<file path="src/rtl/cal_alarm_pkg.sv">
package cal_alarm_pkg;
  localparam int unsigned FIELD_W   = 8;
  localparam int unsigned CMP_W     = FIELD_W - 1;
  localparam int unsigned DAYS      = 7;
  localparam int unsigned NUM_TIME  = 3;
  localparam int unsigned ADDR_W    = 3;

  typedef enum logic [ADDR_W-1:0] {
    A_SEC  = 3'd0,
    A_MIN  = 3'd1,
    A_HOUR = 3'd2,
    A_DAY  = 3'd3,
    A_CTRL = 3'd4
  } reg_sel_e;

  localparam int unsigned CTRL_SEL_BIT  = 0;
  localparam int unsigned CTRL_EN_BIT   = 1;
  localparam int unsigned CTRL_FLAG_BIT = 2;
endpackage

</file>
<file path="src/rtl/cal_alarm_regs.sv">
module cal_alarm_regs
  import cal_alarm_pkg::*;
#(
  parameter int unsigned W  = FIELD_W,
  parameter int unsigned AW = ADDR_W,
  parameter int unsigned NT = NUM_TIME
) (
  input  logic                 clk,
  input  logic                 rst,
  input  logic                 we,
  input  logic [AW-1:0]        addr,
  input  logic [W-1:0]         wdata,
  input  logic                 flag_i,
  output logic [NT-1:0][W-1:0] time_alm,
  output logic [W-1:0]         day_alm,
  output logic                 day_sel,
  output logic                 irq_en,
  output logic                 flag_clr,
  output logic [W-1:0]         rdata
);
  logic [W-1:0] rd_mux;

  for (genvar g = 0; g < NT; g++) begin : g_time
    always_ff @(posedge clk) begin
      if (rst)
        time_alm[g] <= '0;
      else if (we && addr == AW'(g))
        time_alm[g] <= wdata;
    end
  end

  always_ff @(posedge clk) begin
    if (rst) begin
      day_alm <= '0;
      day_sel <= 1'b0;
      irq_en  <= 1'b0;
    end else if (we) begin
      if (addr == A_DAY) day_alm <= wdata;
      if (addr == A_CTRL) begin
        day_sel <= wdata[CTRL_SEL_BIT];
        irq_en  <= wdata[CTRL_EN_BIT];
      end
    end
  end

  assign flag_clr = we && (addr == A_CTRL) && !wdata[CTRL_FLAG_BIT];

  always_comb begin
    rd_mux = '0;
    if (addr < AW'(NT))
      rd_mux = time_alm[addr[$clog2(NT)-1:0]];
    else if (addr == A_DAY)
      rd_mux = day_alm;
    else if (addr == A_CTRL) begin
      rd_mux[CTRL_SEL_BIT]  = day_sel;
      rd_mux[CTRL_EN_BIT]   = irq_en;
      rd_mux[CTRL_FLAG_BIT] = flag_i;
    end
  end

  always_ff @(posedge clk) begin
    if (rst) rdata <= '0;
    else     rdata <= rd_mux;
  end
endmodule

</file>
<file path="src/rtl/cal_alarm_cmp.sv">
module cal_alarm_cmp
  import cal_alarm_pkg::*;
#(
  parameter int unsigned W  = FIELD_W,
  parameter int unsigned NT = NUM_TIME,
  parameter int unsigned ND = DAYS
) (
  input  logic [NT-1:0][W-1:0] time_alm,
  input  logic [NT-1:0][W-2:0] time_cur,
  input  logic [W-1:0]         day_alm,
  input  logic [ND-1:0]        wday,
  input  logic [W-2:0]         date,
  input  logic                 day_sel,
  output logic                 match_all
);
  logic [NT-1:0] hit;
  logic          day_hit;

  for (genvar g = 0; g < NT; g++) begin : g_cmp
    assign hit[g] = time_alm[g][W-1] || (time_alm[g][W-2:0] == time_cur[g]);
  end

  always_comb begin
    if (day_alm[W-1])
      day_hit = 1'b1;
    else if (day_sel)
      day_hit = (day_alm[W-2:0] == date);
    else
      day_hit = |(day_alm[ND-1:0] & wday);
  end

  assign match_all = (&hit) && day_hit;
endmodule

</file>
<file path="src/rtl/cal_alarm_irq.sv">
module cal_alarm_irq (
  input  logic clk,
  input  logic rst,
  input  logic tick,
  input  logic match,
  input  logic clr,
  input  logic en,
  output logic flag,
  output logic irq_n
);
  always_ff @(posedge clk) begin
    if (rst)                flag <= 1'b0;
    else if (tick && match) flag <= 1'b1;
    else if (clr)           flag <= 1'b0;
  end

  always_ff @(posedge clk) begin
    if (rst) irq_n <= 1'b1;
    else     irq_n <= !(flag && en);
  end
endmodule

</file>
<file path="src/rtl/cal_alarm_match.sv">
module cal_alarm_match
  import cal_alarm_pkg::*;
#(
  parameter int unsigned W  = FIELD_W,
  parameter int unsigned AW = ADDR_W
) (
  input  logic          clk,
  input  logic          rst,
  input  logic          tick_sec,
  input  logic [W-2:0]  cur_sec,
  input  logic [W-2:0]  cur_min,
  input  logic [W-2:0]  cur_hour,
  input  logic [W-2:0]  cur_date,
  input  logic [DAYS-1:0] cur_wday,
  input  logic          reg_we,
  input  logic [AW-1:0] reg_addr,
  input  logic [W-1:0]  reg_wdata,
  output logic [W-1:0]  rd_data,
  output logic          irq_n
);
  localparam int unsigned NT = NUM_TIME;

  logic [NT-1:0][W-1:0] time_alm;
  logic [NT-1:0][W-2:0] time_cur;
  logic [W-1:0]         day_alm;
  logic                 day_sel, irq_en, flag_clr, flag_q, match_all;

  assign time_cur = {cur_hour, cur_min, cur_sec};

  cal_alarm_regs #(.W(W), .AW(AW), .NT(NT)) i_regs (
    .clk(clk), .rst(rst), .we(reg_we), .addr(reg_addr), .wdata(reg_wdata),
    .flag_i(flag_q), .time_alm(time_alm), .day_alm(day_alm),
    .day_sel(day_sel), .irq_en(irq_en), .flag_clr(flag_clr), .rdata(rd_data)
  );

  cal_alarm_cmp #(.W(W), .NT(NT), .ND(DAYS)) i_cmp (
    .time_alm(time_alm), .time_cur(time_cur), .day_alm(day_alm),
    .wday(cur_wday), .date(cur_date), .day_sel(day_sel), .match_all(match_all)
  );

  cal_alarm_irq i_irq (
    .clk(clk), .rst(rst), .tick(tick_sec), .match(match_all), .clr(flag_clr),
    .en(irq_en), .flag(flag_q), .irq_n(irq_n)
  );
endmodule

</file>
<file path="config.mk">
export PLATFORM = sky130hd
export DESIGN_NAME = cal_alarm_match
export DESIGN_NICKNAME = d
export VERILOG_FILES = /design/src/rtl/cal_alarm_pkg.sv /design/src/rtl/cal_alarm_regs.sv /design/src/rtl/cal_alarm_cmp.sv /design/src/rtl/cal_alarm_irq.sv /design/src/rtl/cal_alarm_match.sv
export SDC_FILE = /design/constraint.sdc
export NUM_CORES = 1
export LEC_CHECK = 0
export ABC_CLOCK_PERIOD_IN_PS = 1400
export BUFFER_PORTS_ARGS = -buffer_cell sky130_fd_sc_hd__buf_2
export CAP_MARGIN = 10
export CORE_ASPECT_RATIO = 0.5
export CORE_MARGIN = 1
export CORE_UTILIZATION = 52
export DETAILED_ROUTE_END_ITERATION = 12
export PLACE_DENSITY = 0.89
export SLEW_MARGIN = 5
export SYNTH_ARGS = -nofsm -noshare
export SYNTH_HDL_FRONTEND = slang
export SYNTH_SLANG_ARGS = --single-unit
</file>
<file path="constraint.sdc">
create_clock -name clk -period 1.4 [get_ports clk]
set_clock_uncertainty 0.05 [all_clocks]
set_input_delay 0.14 -clock clk [delete_from_list [all_inputs] [get_ports clk]]
set_output_delay 0.14 -clock clk [all_outputs]
set_load 0.02 [all_outputs]
</file>
==> results of run 1 <==
layout make-up:
class / instances / area [um2] / area share (%)
Clock buffer: 7 / 96.34 / 3.581
Clock inverter: 1 / 30.03 / 1.116
Multi-Input combinational cell: 174 / 1215 / 45.16
Sequential cell: 44 / 888.4 / 33.02
Tap cell: 54 / 67.56 / 2.512
Timing Repair Buffer: 70 / 392.9 / 14.60
flip-flops by register name, indices dropped and copies added, names as in the netlist:
name and flops:
i_irq.flag 1, i_irq.irq_n 1, i_regs.day_alm 8, i_regs.day_sel 1, i_regs.irq_en 1, i_regs.rdata 8
i_regs.time_alm 24
power groups by stage:
stage | registers [uW] | clock network, uW | logic, uW
after global placement | 1320 | 0 | 305
after global routing | 1300 | 1120 | 345
after CTS | 1290 | 1070 | 318
after detailed placement | 1320 | 0 | 312
final | 1300 | 1060 | 325
after floorplan | 1320 | 0 | 164
placed cells by master (no fill, tap or decap), types with 2 or more instances in the layout:
cell type and instances:
nor3_4 2, nor3b_1 5, buf_2 58, clkbuf_8 7, nand2b_1 6, mux2i_1 10, nand2_1 48, nor2_1 13
dfxtp_2 6, nand4_1 4, nand3b_1 2, nor4_1 2, nand3_1 3, mux4_2 8, buf_4 11, a22oi_1 2
xor2_1 10, dfxtp_1 38, a21oi_1 27, or3_1 2, xnor2_1 17
metrics by stage:
stage | power [uW] | utilization [%] | setup TNS (ns) | instance area [um2]
2_1_floorplan | 1484 | - | 0 | 2137
3_3_place_gp | 1627 | 64.80 | -0.06378 | 2542
3_5_place_dp | 1636 | 64.80 | -0.07708 | 2542
4_1_cts | 2682 | 68.27 | -0.08320 | 2679
5_1_grt | 2765 | 68.56 | -0.1457 | 2690
6_report | 2681 | 68.56 | -0.07040 | 2690
critical path, cell delays in order (launching register included):
cell and delay, ns:
dfxtp_2 0.34, xor2_1 0.15, nor4_1 0.30, a41oi_1 0.23, o41ai_2 0.32
routing by layer:
metal  vias up  wire (um)  GRT usage (%)
met5         -          0              0
met4         0         70          8.923
met3        11        642          11.33
met2       111       2582          43.85
met1       952       2570          35.55
li1        928          -              -
worst paths after layout:
check             depth (start not counted)                               to  slack [ns]
hold / removal                            3  i_regs.time_alm[7]$_SDFFE_PP0P_        0.07
setup / recovery                          4          i_irq.flag$_SDFFE_PP0P_       -0.07
setup reg to reg                          4          i_irq.flag$_SDFFE_PP0P_       -0.07
hold reg to reg                           1           i_irq.irq_n$_SDFF_PP1_        0.38
cell families (layout without fill, tap and decap cells):
kind of cell	Yosys count	in the layout	share of synthesized area, %
flops	44	44	41.22
xor+xnor	28	28	11.48
mux	18	18	13.11
simple gates	94	94	22.36
buf+inv	11	78	2.576
compound gates	34	34	9.251
what timing repair did:
action,CTS,global route
setup endpoints to repair,1,1
resized for setup,3,5
pin swaps,3,1
==> results.sh, run 1 <==
export IMPL_via_count=2002
export IMPL_cp_data_required_time_ns=1.55
export IMPL_route_detailed_drc=0
export IMPL_drtPass1Iterations=6
export IMPL_cts_tree="built"
export IMPL_area_delta_synth_final_pct=25.88
export IMPL_antenna_cells=0
export IMPL_fillers=294
export IMPL_cts_max_level=2
export IMPL_ys_warn_count=0
export IMPL_core_um2=3924
export IMPL_insertion_delay_ns=0.30
export IMPL_p_sw_share_pct=23.27
export IMPL_instances_no_fill=350
export IMPL_clk_pin_slew_ns=0.08
export IMPL_max_slew_margin_rel_pct=72.40
export IMPL_pre_cts_slack_ns=-0.07576
export IMPL_synth_most_common_cell="nand2_1"
export IMPL_dp_cells=342
export IMPL_worstSetupEndpointType="register"
export IMPL_gp_congestion=0.9073
export IMPL_async_flop_share_pct=0
export IMPL_ys_types=31
export IMPL_finalMaxSlewViolations=0
export IMPL_grt_usage_pct=27.67
export IMPL_crit_fanout=3
export IMPL_post_cts_setup_buffers=0
export IMPL_io_buffer_count=58
export IMPL_wl_per_cell_um=16.76
export IMPL_min_path_type="in -> reg"
export IMPL_synth_nets=279
export IMPL_fin_crit_sh_pct=105.0
export IMPL_die_area_um2=4386
export IMPL_syn_avg_cell_area_um2=9.332
export IMPL_hold_slack_ns=0.07166
export IMPL_cts_hold_buf=0
export IMPL_combPwrFrac_pct=12.1
export IMPL_setup_viol=1
export IMPL_dp_hpwl_mm=4.381
export IMPL_cts_buffers=5
export IMPL_cp_startpoint="i_regs.time_alm[3]$_SDFFE_PP0P_"
export IMPL_grt_ovfl_total=0
export IMPL_grt_pass1_vias=1826
export IMPL_synth_area_um2=2137
export IMPL_maxCapViolCount=0
export IMPL_synth_top_area_cell="dfxtp_1"
export IMPL_clockBufferDepth=2
export IMPL_io_pins=59
export IMPL_cp_arrival_ns=1.63
export IMPL_cts_sinks=44
export IMPL_drtIter0Drc=222
export IMPL_p_leak_uw=0.001035
export IMPL_grt_pass1_wl_mm=8.852
export IMPL_power_switching_uw=623.9
export IMPL_finalHoldViolCount=0
export IMPL_start_util_pct=54.46
export IMPL_grt_max_degree=19
export IMPL_rsz0062_at_grt="yes"
export IMPL_synth_cells=229
export IMPL_clock_power_share_pct=39.6
export IMPL_min_from="reg_wdata[7]"
export IMPL_synth_edf_count=0
export IMPL_ys_seq_elements=44
export IMPL_status="complete, but fails checks"
export IMPL_via_per_inst=5.720
export IMPL_yosysSeqAreaShare_pct=41.22
export IMPL_p_int_uw=2057
export IMPL_wl_mm=5.865
export IMPL_power_frac_seq_pct=48.3
export IMPL_synth_commonest_cells="48 x nand2_1, 44 x dfxtp_1, 27 x a21oi_1"
export IMPL_synth_top_cell_area_share_pct=41.22
export IMPL_r2r_start="i_regs.time_alm[3]$_SDFFE_PP0P_"
export IMPL_ant_nets=0
export IMPL_fmax_mhz=680.1
export IMPL_cts_root_buf="clkbuf_8"
export IMPL_setup_slack_ns=-0.07040
export IMPL_period_minus_slack_ns=1.470
export IMPL_ir_drop_mv=0.5250
export IMPL_critPathLaunchType="register"
export IMPL_p_per_area_nw_per_um2=996.7
export IMPL_drive_gt1_share_pct=34.12
export IMPL_synth_flop_cell="dfxtp_1"
export IMPL_fp_dieW_um=92.66
export IMPL_num_rows=16
export IMPL_critical_path_class="reg -> reg"
export IMPL_tightestPinTransition_ns=0.4121
export IMPL_violations="negative setup slack"
export IMPL_synthTopCellsByArea="dfxtp_1 41%, mux4_2 8.4%, nand2_1 8.4%, xnor2_1 7.4%, a21oi_1 6.3%"
export IMPL_die_h_um=47.33
export IMPL_final_nets=345
export IMPL_antenna_found_initial=0
Note: power is estimated with default switching activity, not from simulation.
==> run 2, diff against run 1 <==
- CTS_BUF_LIST: unset -> sky130_fd_sc_hd__clkbuf_16
- TNS_END_PERCENT: unset -> 10
==> results.sh, run 2 (same netlist as run 1, synthesis figures left out) <==
export IMPL_status="complete, but fails checks"
export IMPL_violations="negative setup slack"
export IMPL_worstSetupEndpointType="register"
export IMPL_cts_root_buf="clkbuf_16"
export IMPL_drive_gt1_share_pct=34.46
export IMPL_grt_max_degree=19
export IMPL_rsz0062_at_grt="yes"
export IMPL_num_rows=16
export IMPL_min_from="reg_wdata[6]"
export IMPL_reg2reg_slack_ns=-0.14
export IMPL_io_pins=59
export IMPL_finalMaxSlewViolations=0
export IMPL_cp_arrival_ns=1.66
export IMPL_fp_dieW_um=92.66
export IMPL_wl_met1_mm=2.661
export IMPL_critPathLaunchType="register"
export IMPL_grt_usage_pct=28.15
export IMPL_period_minus_slack_ns=1.536
export IMPL_via_per_inst=5.754
export IMPL_maxCapViolCount=0
export IMPL_largest_reg_flops=24
export IMPL_wl_met3_um=631
export IMPL_critical_path_class="reg -> reg"
export IMPL_antenna_found_initial=1
export IMPL_route_detailed_drc=0
export IMPL_max_slew_margin_rel_pct=70.78
export IMPL_cts_buffers=5
export IMPL_die_h_um=47.33
export IMPL_p_leak_uw=0.001077
export IMPL_clockBufferDepth=2
export IMPL_final_nets=345
export IMPL_wl_per_cell_um=17.82
export IMPL_fillers=286
export IMPL_fin_total_pwr_uw=2928
export IMPL_fmax_mhz=651.1
export IMPL_cts_max_level=2
export IMPL_via_count=2014
export IMPL_clk_pin_slew_ns=0.06
export IMPL_final_common_cell="buf_2"
export IMPL_setup_slack_ns=-0.1359
export IMPL_io_buffer_count=58
export IMPL_post_cts_setup_buffers=0
export IMPL_finalHoldViolCount=0
export IMPL_mostFrequentLayoutCells="58 x buf_2, 48 x nand2_1, 39 x dfxtp_1"
export IMPL_min_path_type="in -> reg"
export IMPL_dp_hpwl_mm=4.381
export IMPL_grt_pass1_wl_mm=9.011
export IMPL_wl_mm=6.238
export IMPL_cts_sinks=44
export IMPL_cp_data_required_time_ns=1.52
export IMPL_wl_met2_mm=2.783
export IMPL_top_layer_used="met5"
export IMPL_min_to="i_regs.day_alm[6]$_SDFFE_PP0P_"
export IMPL_antenna_cells=0
export IMPL_cts_tree="built"
export IMPL_regMostFlops="i_regs.time_alm"
export IMPL_drtIter0Drc=179
export IMPL_r2r_end="i_irq.flag$_SDFFE_PP0P_"
export IMPL_core_um2=3924
export IMPL_reg2reg_depth=4
export IMPL_ir_drop_mv=0.6836
export IMPL_tightestPinTransition_ns=0.4384
export IMPL_hold_slack_ns=0.09611
export IMPL_crit_fanout=3
export IMPL_setup_viol=1
export IMPL_p_per_area_nw_per_um2=1059
export IMPL_r2r_start="i_regs.time_alm[4]$_SDFFE_PP0P_"
export IMPL_reg_largest_list="i_regs.time_alm: 24 flops, i_regs.day_alm: 8 flops, i_regs.rdata: 8 flops"
export IMPL_insertion_delay_ns=0.28
export IMPL_ant_nets=0
export IMPL_die_area_um2=4386
export IMPL_hold_depth=3
export IMPL_grt_ovfl_total=0
export IMPL_fin_crit_sh_pct=109.7
export IMPL_grt_pass1_vias=1848
export IMPL_area_delta_synth_final_pct=29.33
export IMPL_drtPass1Iterations=5
export IMPL_start_util_pct=54.46
export IMPL_cts_hold_buf=0
export IMPL_gp_congestion=0.9073
run 2: worst max path at each step:
stage	start	endpoint	slack, ns	depth (start not counted)
after floorplan	i_regs.time_alm[6]$_SDFFE_PP0P_	i_irq.flag$_SDFFE_PP0P_	0.14	4
after global placement	i_regs.time_alm[4]$_SDFFE_PP0P_	i_irq.flag$_SDFFE_PP0P_	-0.06	4
after detailed placement	i_regs.time_alm[4]$_SDFFE_PP0P_	i_irq.flag$_SDFFE_PP0P_	-0.08	4
after CTS	i_regs.time_alm[6]$_SDFFE_PP0P_	i_irq.flag$_SDFFE_PP0P_	-0.13	4
after global routing	i_regs.time_alm[4]$_SDFFE_PP0P_	i_irq.flag$_SDFFE_PP0P_	-0.19	4
final	i_regs.time_alm[4]$_SDFFE_PP0P_	i_irq.flag$_SDFFE_PP0P_	-0.14	4
run 2: power by group:
group / internal [uW] / switching, uW
logic: 157 / 181
clock network: 829 / 462
registers: 1280 / 23.6
run 2: repair_timing:
item                                   CTS  global route
pin swaps                                1             1
setup endpoints to repair                1             1
endpoints found under the hold margin    0             0
gates resized for setup                  6             6
run 2: final cells by class:
type                       count  area, um2  share of cell area, %
tap                           54      67.56                  2.445
sequential                    44      887.1                  32.10
clock inverter                 3      37.54                  1.358
clock buffer                   5      125.1                  4.527
timing repair buffer          70      392.9                  14.21
multi-input combinational    174       1254                  45.36
run 2: per-layer routing:
| layer | vias to the layer above | global-route usage (%) |
|---|---|---|
| met5 | - | 0 |
| met4 | 2 | 10.46 |
| met3 | 25 | 9.547 |
| met2 | 112 | 45.19 |
| met1 | 947 | 36.54 |
| li1 | 928 | - |
run 2: metrics by stage:
step | util [%] | instance area, um2 | cells | setup WS [ns] | TNS [ns]
floorplan | - | 2137 | 229 | 0.1394 | 0
global placement | 64.80 | 2542 | 342 | -0.06378 | -0.06378
detailed placement | 64.80 | 2542 | 342 | -0.07576 | -0.07708
CTS | 69.29 | 2719 | 350 | -0.1285 | -0.1285
global route | 70.44 | 2764 | 350 | -0.1903 | -0.1903
finish | 70.44 | 2764 | 350 | -0.1359 | -0.1359
run 2: worst max-delay path, stage by stage, from the launching register on:
cell and delay, ns:
dfxtp_2 0.34, xor2_1 0.16, nor4_2 0.31, a41oi_2 0.22, o41ai_4 0.35
==> run 3, diff against run 2 <==
- SYNTH_HIERARCHICAL: unset -> 1
==> results.sh, run 3 <==
export IMPL_synth_commonest_cells="44 x dfxtp_1, 33 x nand2_1, 22 x nor2_1"
export IMPL_antenna_cells=0
export IMPL_regMostFlops="i_regs/time_alm"
export IMPL_synth_top_cell_area_share_pct=39.62
export IMPL_maxCapViolCount=0
export IMPL_final_area_um2=2815
export IMPL_tns_ns=-0.1739
export IMPL_critical_path_class="reg -> reg"
export IMPL_grt_usage_pct=29.53
export IMPL_yosysSeqAreaShare_pct=39.62
export IMPL_synth_flop_cell="dfxtp_1"
export IMPL_gp_congestion=0.9279
export IMPL_synth_edf_count=0
export IMPL_final_common_cell="buf_2"
export IMPL_grt_ovfl_total=0
export IMPL_dp_hpwl_mm=4.731
export IMPL_synth_cells=230
export IMPL_core_um2=4004
export IMPL_violations="negative setup slack"
export IMPL_num_rows=16
export IMPL_cts_root_buf="clkbuf_16"
export IMPL_final_nets=352
export IMPL_synth_most_common_cell="dfxtp_1"
export IMPL_clock_power_share_pct=39.7
export IMPL_area_delta_synth_final_pct=26.62
export IMPL_period_minus_slack_ns=1.574
export IMPL_fillers=262
export IMPL_via_per_inst=5.978
export IMPL_grt_max_degree=39
export IMPL_tightestPinTransition_ns=0.5375
export IMPL_ir_drop_mv=0.5996
export IMPL_max_slew_margin_rel_pct=64.02
export IMPL_fin_crit_sh_pct=112.4
export IMPL_via_count=2134
export IMPL_pre_cts_slack_ns=-0.07178
export IMPL_wl_per_cell_um=18.89
export IMPL_syn_avg_cell_area_um2=9.667
export IMPL_power_switching_uw=677.2
export IMPL_ys_seq_elements=44
export IMPL_p_int_uw=2087
export IMPL_die_h_um=48.24
export IMPL_io_buffer_count=58
export IMPL_die_area_um2=4557
export IMPL_power_frac_seq_pct=47.0
export IMPL_combPwrFrac_pct=13.3
export IMPL_min_path_type="in -> reg"
export IMPL_grt_pass1_wl_mm=9.673
export IMPL_ys_types=33
export IMPL_io_pins=59
export IMPL_route_detailed_drc=0
export IMPL_drtIter0Drc=262
export IMPL_clk_pin_slew_ns=0.06
export IMPL_placed_area_um2=2655
export IMPL_cts_hold_buf=0
export IMPL_critPathLaunchType="register"
export IMPL_fp_dieW_um=94.48
export IMPL_cp_data_required_time_ns=1.57
export IMPL_mostFrequentLayoutCells="58 x buf_2, 44 x dfxtp_1, 33 x nand2_1"
export IMPL_status="complete, but fails checks"
export IMPL_synth_nets=280
export IMPL_setup_viol=1
export IMPL_rsz0062_at_grt="yes"
export IMPL_p_sw_share_pct=24.50
export IMPL_finalMaxSlewViolations=0
export IMPL_crit_fanout=3
export IMPL_fmax_mhz=635.3
export IMPL_antenna_found_initial=0
export IMPL_cts_buffers=5
export IMPL_synthTopCellsByArea="dfxtp_1 40%, mux2i_1 9.5%, xor2_1 6.3%, nand2_1 5.6%, xnor2_1 4.7%"
export IMPL_synth_area_um2=2223
export IMPL_p_leak_uw=0.001157
export IMPL_ant_nets=0
export IMPL_grt_pass1_vias=1977
export IMPL_p_per_area_nw_per_um2=981.9
export IMPL_hold_slack_ns=0.05815
export IMPL_cts_sinks=44
export IMPL_largest_reg_flops=24
export IMPL_ys_warn_count=6
export IMPL_synth_top_area_cell="dfxtp_1"
export IMPL_clockBufferDepth=2
export IMPL_cts_tree="built"
export IMPL_async_flop_share_pct=0
export IMPL_setup_slack_ns=-0.1739
export IMPL_wl_mm=6.744
export IMPL_reg_largest_list="i_regs/time_alm: 24 flops, i_regs/day_alm: 8 flops, i_regs/rdata: 8 flops"
export IMPL_cts_max_level=2
export IMPL_drtPass1Iterations=5
export IMPL_cp_arrival_ns=1.75
export IMPL_worstSetupEndpointType="register"
export IMPL_reg2reg_slack_ns=-0.17
export IMPL_insertion_delay_ns=0.28
export IMPL_drive_gt1_share_pct=32.01
export IMPL_start_util_pct=55.53
export IMPL_finalHoldViolCount=0
## run 3: cell types whose count changed in the layout (fill, tap and decap cells not counted), moves of 6 or more
cell / before / now
xor2_1: 10 / 16
buf_4: 11 / 20
nand2_1: 48 / 33
nor2_1: 13 / 22
a21oi_1: 27 / 17
mux4_2: 8 / 2
mux2i_1: 10 / 21
## run 3: what timing repair did
item                                    in CTS  in global routing
pin swaps                                    0                  2
gates resized for setup                      1                  3
endpoints found under the setup margin       1                  1
buffers inserted                             0                  0
hold endpoints to repair                     0                  0
## run 3: worst paths after layout
| check | startpoint | end | cells past startpoint |
|---|---|---|---|
| setup / recovery | i_regs/day_alm[6]$_SDFFE_PP0P_ | i_irq/flag$_SDFFE_PP0P_ | 6 |
| hold / removal | rst | i_regs/day_sel$_SDFFE_PP0P_ | 2 |
| setup reg to reg | i_regs/day_alm[6]$_SDFFE_PP0P_ | i_irq/flag$_SDFFE_PP0P_ | 6 |
| hold reg to reg | i_regs/irq_en$_SDFFE_PP0P_ | i_irq/irq_n$_SDFF_PP1_ | 1 |
## run 3: per-stage QoR
step	instances	util, %	total power [uW]
CTS	357	69.88	2745
global route	357	70.31	2839
floorplan	230	-	1508
global placement	349	66.31	1654
finish	357	70.31	2764
detailed placement	349	66.31	1668
## run 3: power by group through the flow
stage | sequential (uW) | combinational (uW) | clock, uW
2_1_floorplan | 1330 | 180 | 0
3_3_place_gp | 1320 | 331 | 0
3_5_place_dp | 1320 | 343 | 0
4_1_cts | 1300 | 352 | 1100
5_1_grt | 1300 | 389 | 1150
6_report | 1300 | 369 | 1100
## run 3: layer usage
layer	global-route usage [%]	routed length, um
met1	39.29	2772
met2	48.41	3007
met3	6.386	784
met4	12.73	179
met5	0	0
## run 3: final cells by class
type / instances / area [um2] / area share [%]
clock inverters: 3 / 11.26 / 0.4000
inverters: 3 / 11.26 / 0.4000
flip-flops and latches: 44 / 880.8 / 31.29
repair buffers: 79 / 460.4 / 16.36
multi-input cells: 169 / 1259 / 44.71
clock buffers: 5 / 125.1 / 4.444
well taps: 54 / 67.56 / 2.400
## run 3: logic make-up (layout without fill, tap and decap cells)
group / count (synthesis) / after routing / synth area share, %
buffers and inverters: 17 / 90 / 4.839
AND/OR/NAND/NOR: 83 / 83 / 20.65
flip-flops: 44 / 44 / 39.62
XOR/XNOR: 28 / 28 / 11.03
AO/OA/AOI/OAI: 32 / 32 / 8.836
multiplexers: 26 / 26 / 15.03
## run 3: worst max-delay path, stage by stage (launching register included)
cell and delay [ns]:
dfxtp_1 0.33, xor2_1 0.19, nor4_2 0.35, a211oi_2 0.13
nor4_2 0.27, nand2_1 0.09, a21oi_2 0.11
